<file path="src/rtl/rtca_pkg.sv">
package rtca_pkg;

   localparam int NUM_FIELDS = 4;

   typedef enum logic [2:0] {
      RPT_MONTH,
      RPT_DAY,
      RPT_HOUR,
      RPT_MIN,
      RPT_SEC
   } rpt_e;

   // field index: 0 seconds, 1 minutes, 2 hours, 3 day of month
   function automatic int field_bits(input int idx);
      return (idx < 2) ? 7 : 6;
   endfunction

   function automatic int field_min(input int idx);
      return (idx == 3) ? 1 : 0;
   endfunction

   function automatic int field_max(input int idx);
      case (idx)
         0, 1:    return 59;
         2:       return 23;
         default: return 63;
      endcase
   endfunction

   function automatic int field_rst(input int idx);
      return (idx == 3) ? 1 : 0;
   endfunction

endpackage

</file>
<file path="src/rtl/rtca_field_reg.sv">
module rtca_field_reg #(
   parameter int DATA_W   = 8,
   parameter int VAL_BITS = 7,
   parameter int MIN_VAL  = 0,
   parameter int MAX_VAL  = 59,
   parameter int RST_VAL  = 0
) (
   input  logic              clk,
   input  logic              rst_n,
   input  logic              wr_en,
   input  logic [DATA_W-1:0] wr_data,
   output logic [DATA_W-1:0] q
);
   localparam int             TENS_W = VAL_BITS - 4;
   localparam logic [7:0]     LO_LIM = 8'(MIN_VAL);
   localparam logic [7:0]     HI_LIM = 8'(MAX_VAL);
   localparam logic [DATA_W-1:0] RST_Q = DATA_W'(RST_VAL);

   initial begin : p_param_chk
      assert (VAL_BITS >= 5 && VAL_BITS < DATA_W && DATA_W == 8)
         else $error("rtca_field_reg: unsupported field width");
   end

   logic [TENS_W-1:0] tens;
   logic [3:0]        ones;
   logic [7:0]        dec_val;
   logic              in_range;

   assign tens    = wr_data[VAL_BITS-1:4];
   assign ones    = wr_data[3:0];
   assign dec_val = 8'(tens) * 8'd10 + 8'(ones);

   generate
      if (MIN_VAL == 0) begin : g_upper_only
         assign in_range = (dec_val <= HI_LIM);
      end else begin : g_both_limits
         assign in_range = (dec_val >= LO_LIM) && (dec_val <= HI_LIM);
      end
   endgenerate

   always_ff @(posedge clk) begin
      if (!rst_n)                 q <= RST_Q;
      else if (wr_en && in_range) q <= wr_data;
   end

   // R2 (also R3, R4 per instance limits): rejected write leaves byte untouched
   a_r2_reject_hold: assert property (@(posedge clk) disable iff (!rst_n)
      (wr_en && !in_range) |=> $stable(q));

   // R2 (also R3, R4): accepted write stores the whole byte
   a_r2_accept_store: assert property (@(posedge clk) disable iff (!rst_n)
      (wr_en && in_range) |=> (q == $past(wr_data)));

endmodule

</file>
<file path="src/rtl/rtca_mode_dec.sv">
module rtca_mode_dec
   import rtca_pkg::*;
(
   input  logic [NUM_FIELDS-1:0] mask,
   output rpt_e                  mode
);
   // mask bit order follows field index: 0 sec, 1 min, 2 hour, 3 day
   always_comb begin
      case (mask)
         4'b0000: mode = RPT_MONTH;
         4'b1000: mode = RPT_DAY;
         4'b1100: mode = RPT_HOUR;
         4'b1110: mode = RPT_MIN;
         default: mode = RPT_SEC;
      endcase
   end
endmodule

</file>
<file path="src/rtl/rtca_match.sv">
module rtca_match
   import rtca_pkg::*;
#(
   parameter int DATA_W = 8
) (
   input  logic                         clk,
   input  logic                         rst_n,
   input  logic                         tick,
   input  rpt_e                         mode,
   input  logic [NUM_FIELDS*DATA_W-1:0] alarm_v,
   input  logic [NUM_FIELDS*DATA_W-1:0] now_v,
   output logic                         irq
);
   logic [NUM_FIELDS-1:0] same;
   logic [NUM_FIELDS-1:0] need;
   logic                  hit;

   generate
      for (genvar i = 0; i < NUM_FIELDS; i++) begin : g_cmp
         localparam int VB = field_bits(i);
         localparam logic [DATA_W-1:0] VMASK = DATA_W'((1 << VB) - 1);
         assign same[i] = ((alarm_v[i*DATA_W +: DATA_W] ^ now_v[i*DATA_W +: DATA_W])
                           & VMASK) == '0;
      end
   endgenerate

   always_comb begin
      case (mode)
         RPT_MONTH: need = 4'b1111;
         RPT_DAY:   need = 4'b0111;
         RPT_HOUR:  need = 4'b0011;
         RPT_MIN:   need = 4'b0001;
         default:   need = 4'b0000;
      endcase
   end

   assign hit = &(same | ~need);

   always_ff @(posedge clk) begin
      if (!rst_n) irq <= 1'b0;
      else        irq <= tick & hit;
   end

   // an interrupt cycle is always preceded by a strobe
   a_r11_needs_tick: assert property (@(posedge clk) disable iff (!rst_n)
      irq |-> $past(tick));

   // no strobe, no interrupt next cycle
   a_r11_quiet: assert property (@(posedge clk) disable iff (!rst_n)
      !tick |=> !irq);

   // per-second rate fires on every strobe
   a_r10_every_sec: assert property (@(posedge clk) disable iff (!rst_n)
      (tick && mode == RPT_SEC) |=> irq);

endmodule

</file>
<file path="src/rtl/rtc_alarm.sv">
module rtc_alarm
   import rtca_pkg::*;
#(
   parameter int DATA_W = 8
) (
   input  logic              clk,
   input  logic              rst_n,
   input  logic              reg_wr,
   input  logic [1:0]        reg_sel,
   input  logic [DATA_W-1:0] reg_wdata,
   output logic [DATA_W-1:0] reg_rdata,
   input  logic [DATA_W-1:0] now_sec,
   input  logic [DATA_W-1:0] now_min,
   input  logic [DATA_W-1:0] now_hour,
   input  logic [DATA_W-1:0] now_date,
   input  logic              sec_tick,
   output logic              alarm_irq
);
   localparam int VEC_W = NUM_FIELDS * DATA_W;

   logic [DATA_W-1:0]     regs [NUM_FIELDS];
   logic [VEC_W-1:0]      alarm_v;
   logic [VEC_W-1:0]      now_v;
   logic [NUM_FIELDS-1:0] mask;
   rpt_e                  mode;

   generate
      for (genvar i = 0; i < NUM_FIELDS; i++) begin : g_field
         rtca_field_reg #(
            .DATA_W   (DATA_W),
            .VAL_BITS (field_bits(i)),
            .MIN_VAL  (field_min(i)),
            .MAX_VAL  (field_max(i)),
            .RST_VAL  (field_rst(i))
         ) u_reg (
            .clk     (clk),
            .rst_n   (rst_n),
            .wr_en   (reg_wr && (reg_sel == 2'(i))),
            .wr_data (reg_wdata),
            .q       (regs[i])
         );
         assign alarm_v[i*DATA_W +: DATA_W] = regs[i];
         assign mask[i] = regs[i][DATA_W-1];
      end
   endgenerate

   assign now_v     = {now_date, now_hour, now_min, now_sec};
   assign reg_rdata = regs[reg_sel];

   rtca_mode_dec u_dec (
      .mask (mask),
      .mode (mode)
   );

   rtca_match #(.DATA_W(DATA_W)) u_match (
      .clk     (clk),
      .rst_n   (rst_n),
      .tick    (sec_tick),
      .mode    (mode),
      .alarm_v (alarm_v),
      .now_v   (now_v),
      .irq     (alarm_irq)
   );

   // reset forces the interrupt low
   a_r1_reset_low: assert property (@(posedge clk)
      !rst_n |=> !alarm_irq);

endmodule

</file>
<file path="config.mk">
export PLATFORM = sky130hd
export DESIGN_NAME = rtc_alarm
export DESIGN_NICKNAME = d
export VERILOG_FILES = /design/src/rtl/rtca_pkg.sv /design/src/rtl/rtca_field_reg.sv /design/src/rtl/rtca_mode_dec.sv /design/src/rtl/rtca_match.sv /design/src/rtl/rtc_alarm.sv
export SDC_FILE = /design/constraint.sdc
export NUM_CORES = 1
export LEC_CHECK = 0
export ABC_CLOCK_PERIOD_IN_PS = 2600
export BUFFER_PORTS_ARGS = -buffer_cell sky130_fd_sc_hd__buf_2
export CAP_MARGIN = 5
export CORE_ASPECT_RATIO = 0.75
export CORE_MARGIN = 2
export CORE_UTILIZATION = 45
export CTS_BUF_LIST = sky130_fd_sc_hd__clkbuf_4
export DETAILED_ROUTE_END_ITERATION = 10
export MAX_ROUTING_LAYER = met4
export PLACE_DENSITY = 0.68
export SLEW_MARGIN = 20
export SYNTH_ARGS = -nofsm -noshare
export SYNTH_HDL_FRONTEND = slang
export SYNTH_HIERARCHICAL = 1
export SYNTH_SLANG_ARGS = --single-unit
</file>
<file path="constraint.sdc">
create_clock -name clk -period 2.6 [get_ports clk]
set_input_delay 0.13 -clock clk [delete_from_list [all_inputs] [get_ports clk]]
set_output_delay 0.13 -clock clk [all_outputs]
set_load 0.005 [all_outputs]
</file>
==> flow_metrics.py <==
metrics = {
    "synth": {
        "ys_types": 41,
        "synth_area_um2": 2522,
        "synth_flop_cell": "dfxtp_1",
        "synth-edff-count": 0,
        "synthArstFlopShare_pct": 0,
        "yosys_warnings": 6,
        "seq_area_frac_synth_pct": 26.19,
        "ys_ff_latch": 33,
        "mappedNetlistNets": 335,
        "synth_area_per_cell_um2": 9.447,
        "netlist_instances": 267,
    },
    "clocking": {
        "clock_path_buffers": 2,
        "cts-hold-fix-buffers": 0,
        "cts_buffers": 5,
        "cts_tree": "yes",
        "cts-resized-gates": 0,
        "clock_latency_ns": 0.34,
        "cts.sinks": 33,
        "root_buffer": "clkbuf_4",
        "cts_setup_buffers": 0,
        "clk_pin_slew_ns": 0.10,
        "htreeDepth": 2,
    },
    "critical_path": {
        "crit_arrival_ns": 2.36,
        "r2r_slack_ns": 0.94,
        "cpMaxStageDelayCell": "or4_1",
        "crit_type": "in2reg",
        "start_kind": "input pin",
        "path_cells": "buf_2 -> ha_1 -> fa_1 -> or4_1 -> a211o_1 -> o21ai_4 -> mux2i_1",
        "critPathCaptureType": "flop",
        "r2r-start": "g_field[2].u_reg/q[7]",
        "required_ns": 2.88,
        "crit_end": "g_field[3].u_reg/q[7]",
        "slowest_delay_ns": 0.48,
        "r2r-end": "u_match/irq",
        "critPathMaxFanout": 12,
        "r2r_cells": 4,
        "cp-startpoint": "reg_wdata[4]",
    },
    "grt": {
        "globalRouteOverflowTotal": 0,
        "grt_pass1_vias": 1829,
        "track_usage_pct": 20.34,
        "grt_pass1_wl_mm": 9.232,
        "grt_max_degree": 36,
        "antenna_found_initial": 0,
    },
    "routing": {
        "via_per_inst": 5.228,
        "totalWireLength_mm": 5.960,
        "num_vias": 2060,
        "drt_iter0_drc": 104,
        "drc": 0,
        "drt_pass1_iterations": 4,
        "drtAntennaViolNets": 0,
        "wl_per_cell_um": 15.13,
    },
    "sta": {
        "clock-skew-final_ns": 0.008357,
        "min_period_ns": 2.088,
        "fin_crit_sh_pct": 80.30,
        "grt_setup_unrepaired": "false",
        "fin_setup_tns_ns": 0,
        "slew_headroom_pct": 64.15,
        "hold_viol_final": 0,
        "holdWs_ns": 0.07709,
        "max_freq_mhz": 479.0,
        "finalSetupViolCount": 0,
        "finalMaxSlewViolations": 0,
        "tightest_slew_ns": 0.5243,
    },
    "floorplan": {
        "pin_count": 55,
        "die_area_um2": 6227,
        "core.rowCount": 23,
        "initial_core_util_pct": 46.87,
        "die_w_um": 90.45,
        "die_h_um": 68.84,
        "core_um2": 5381,
    },
    "final_layout": {
        "drive_above_1_share_pct": 22.88,
        "final_common_cell": "nand2_1",
        "fillers": 524,
        "final_cell_mix": "nand2_1 (67), buf_2 (48), mux2i_1 (33), dfxtp_1 (33), xor2_1 (23)",
        "fin_area_um2": 2902,
        "antennaDiodeCount": 0,
        "nets": 386,
        "area_growth_pct": 15.03,
    },
    "power": {
        "powerDensity_nw_per_um2": 388.1,
        "p_total_mw": 1.126,
        "p_leak_nw": 1.372,
        "ir_worst_vdd_mv": 0.2449,
    },
    "placed_design": {
        "port_buffers": 48,
        "place_area_um2": 2851,
        "dp_hpwl_mm": 4.655,
        "globalplace.congestion": 0.8311,
    },
    "worst_hold_path": {
        "hold_path.class": "in2reg",
    },
    "status": {
        "outcome": "finished clean",
    },
    "flow_run": {
        "cap_violations": 0,
    },
}
==> how the worst min path moves through the flow <==
stage                      start                    end  slack, ns  depth (start not counted)
floorplan           reg_wdata[0]  g_field[2].u_reg/q[0]       0.27                          2
global placement    reg_wdata[7]  g_field[1].u_reg/q[7]       0.43                          3
global route        reg_wdata[7]  g_field[2].u_reg/q[7]       0.06                          3
CTS                 reg_wdata[7]  g_field[3].u_reg/q[7]       0.07                          3
finish              reg_wdata[7]  g_field[2].u_reg/q[7]       0.08                          3
detailed placement  reg_wdata[7]  g_field[0].u_reg/q[7]       0.44                          3
==> routing by layer <==
layer / part of all wire, % / global-route usage (%) / vias up
li1: - / - / 1046
met1: 51 / 28.73 / 950
met2: 42 / 29.42 / 59
met3: 6.3 / 5.761 / 5
met4: 0.49 / 3.462 / 0
met5: 0 / - / -
==> area by class of cell <==
class                   count  area, µm²  area share (%)
well taps                  75      93.84           3.234
flip-flops and latches     33      660.6           22.77
clock buffers               5      37.54           1.294
multi-input cells         215       1782           61.41
clock inverters             3      12.51          0.4312
repair buffers             53      277.8           9.573
inverters                  10      37.54           1.294
==> synth_stat cells (4+ instances only) <==
library cell,instances,area (µm²)
xnor2_1,5,43.79
a21oi_1,7,35.03
dfxtp_1,33,660.6
ha_1,18,225.2
nor4_1,5,31.28
nand3_1,4,20.02
nor2_1,4,15.01
mux2i_1,33,330.3
xor2_1,23,201.4
fa_1,4,80.08
inv_1,10,37.54
mux4_2,6,135.1
nand2_1,67,251.5
a21o_1,5,37.54
clkbuf_1,7,26.28
==> per-stage QoR <==
| stage | util [%] | worst slack [ns] | instances |
|---|---|---|---|
| final | 53.92 | 0.5122 | 394 |
| after CTS | 53.92 | 0.5156 | 394 |
| after floorplan | - | 0.5857 | 267 |
| after detailed placement | 52.99 | 0.1573 | 386 |
| after global placement | 52.99 | 0.2342 | 386 |
| after global routing | 53.92 | 0.3915 | 394 |
==> cells by family after synthesis <==
| family | count (synthesis) | synth area share (%) |
|---|---|---|
| XOR/XNOR | 28 | 9.722 |
| adder cells (fa/ha/maj) | 22 | 12.10 |
| flip-flops | 33 | 26.19 |
| buffers and inverters | 19 | 3.175 |
| AO/OA/AOI/OAI | 26 | 9.574 |
| multiplexers | 41 | 20.54 |
| AND/OR/NAND/NOR | 98 | 18.70 |
==> registers in the layout, indices dropped and copies added, names as in the netlist <==
| signal | flops |
|---|---|
| g_field.u_reg/q | 32 |
| u_match/irq | 1 |
==> power breakdown <==
part           switching [mW]  internal [mW]  leakage, nW
Sequential             0.0204          0.525        0.268
Clock                   0.173         0.0977       0.0300
Combinational           0.169          0.142         1.07
==> worst max-delay path: cells and delay by family <==
kind	cells	cell delay (ns)
adders and majority gates	2	0.66
buffers and inverters	1	0.25
AOI/OAI and AO/OA	2	0.62
and+or+nand+nor	1	0.48
muxes	1	0.22
(Power assumes the default switching activity.)
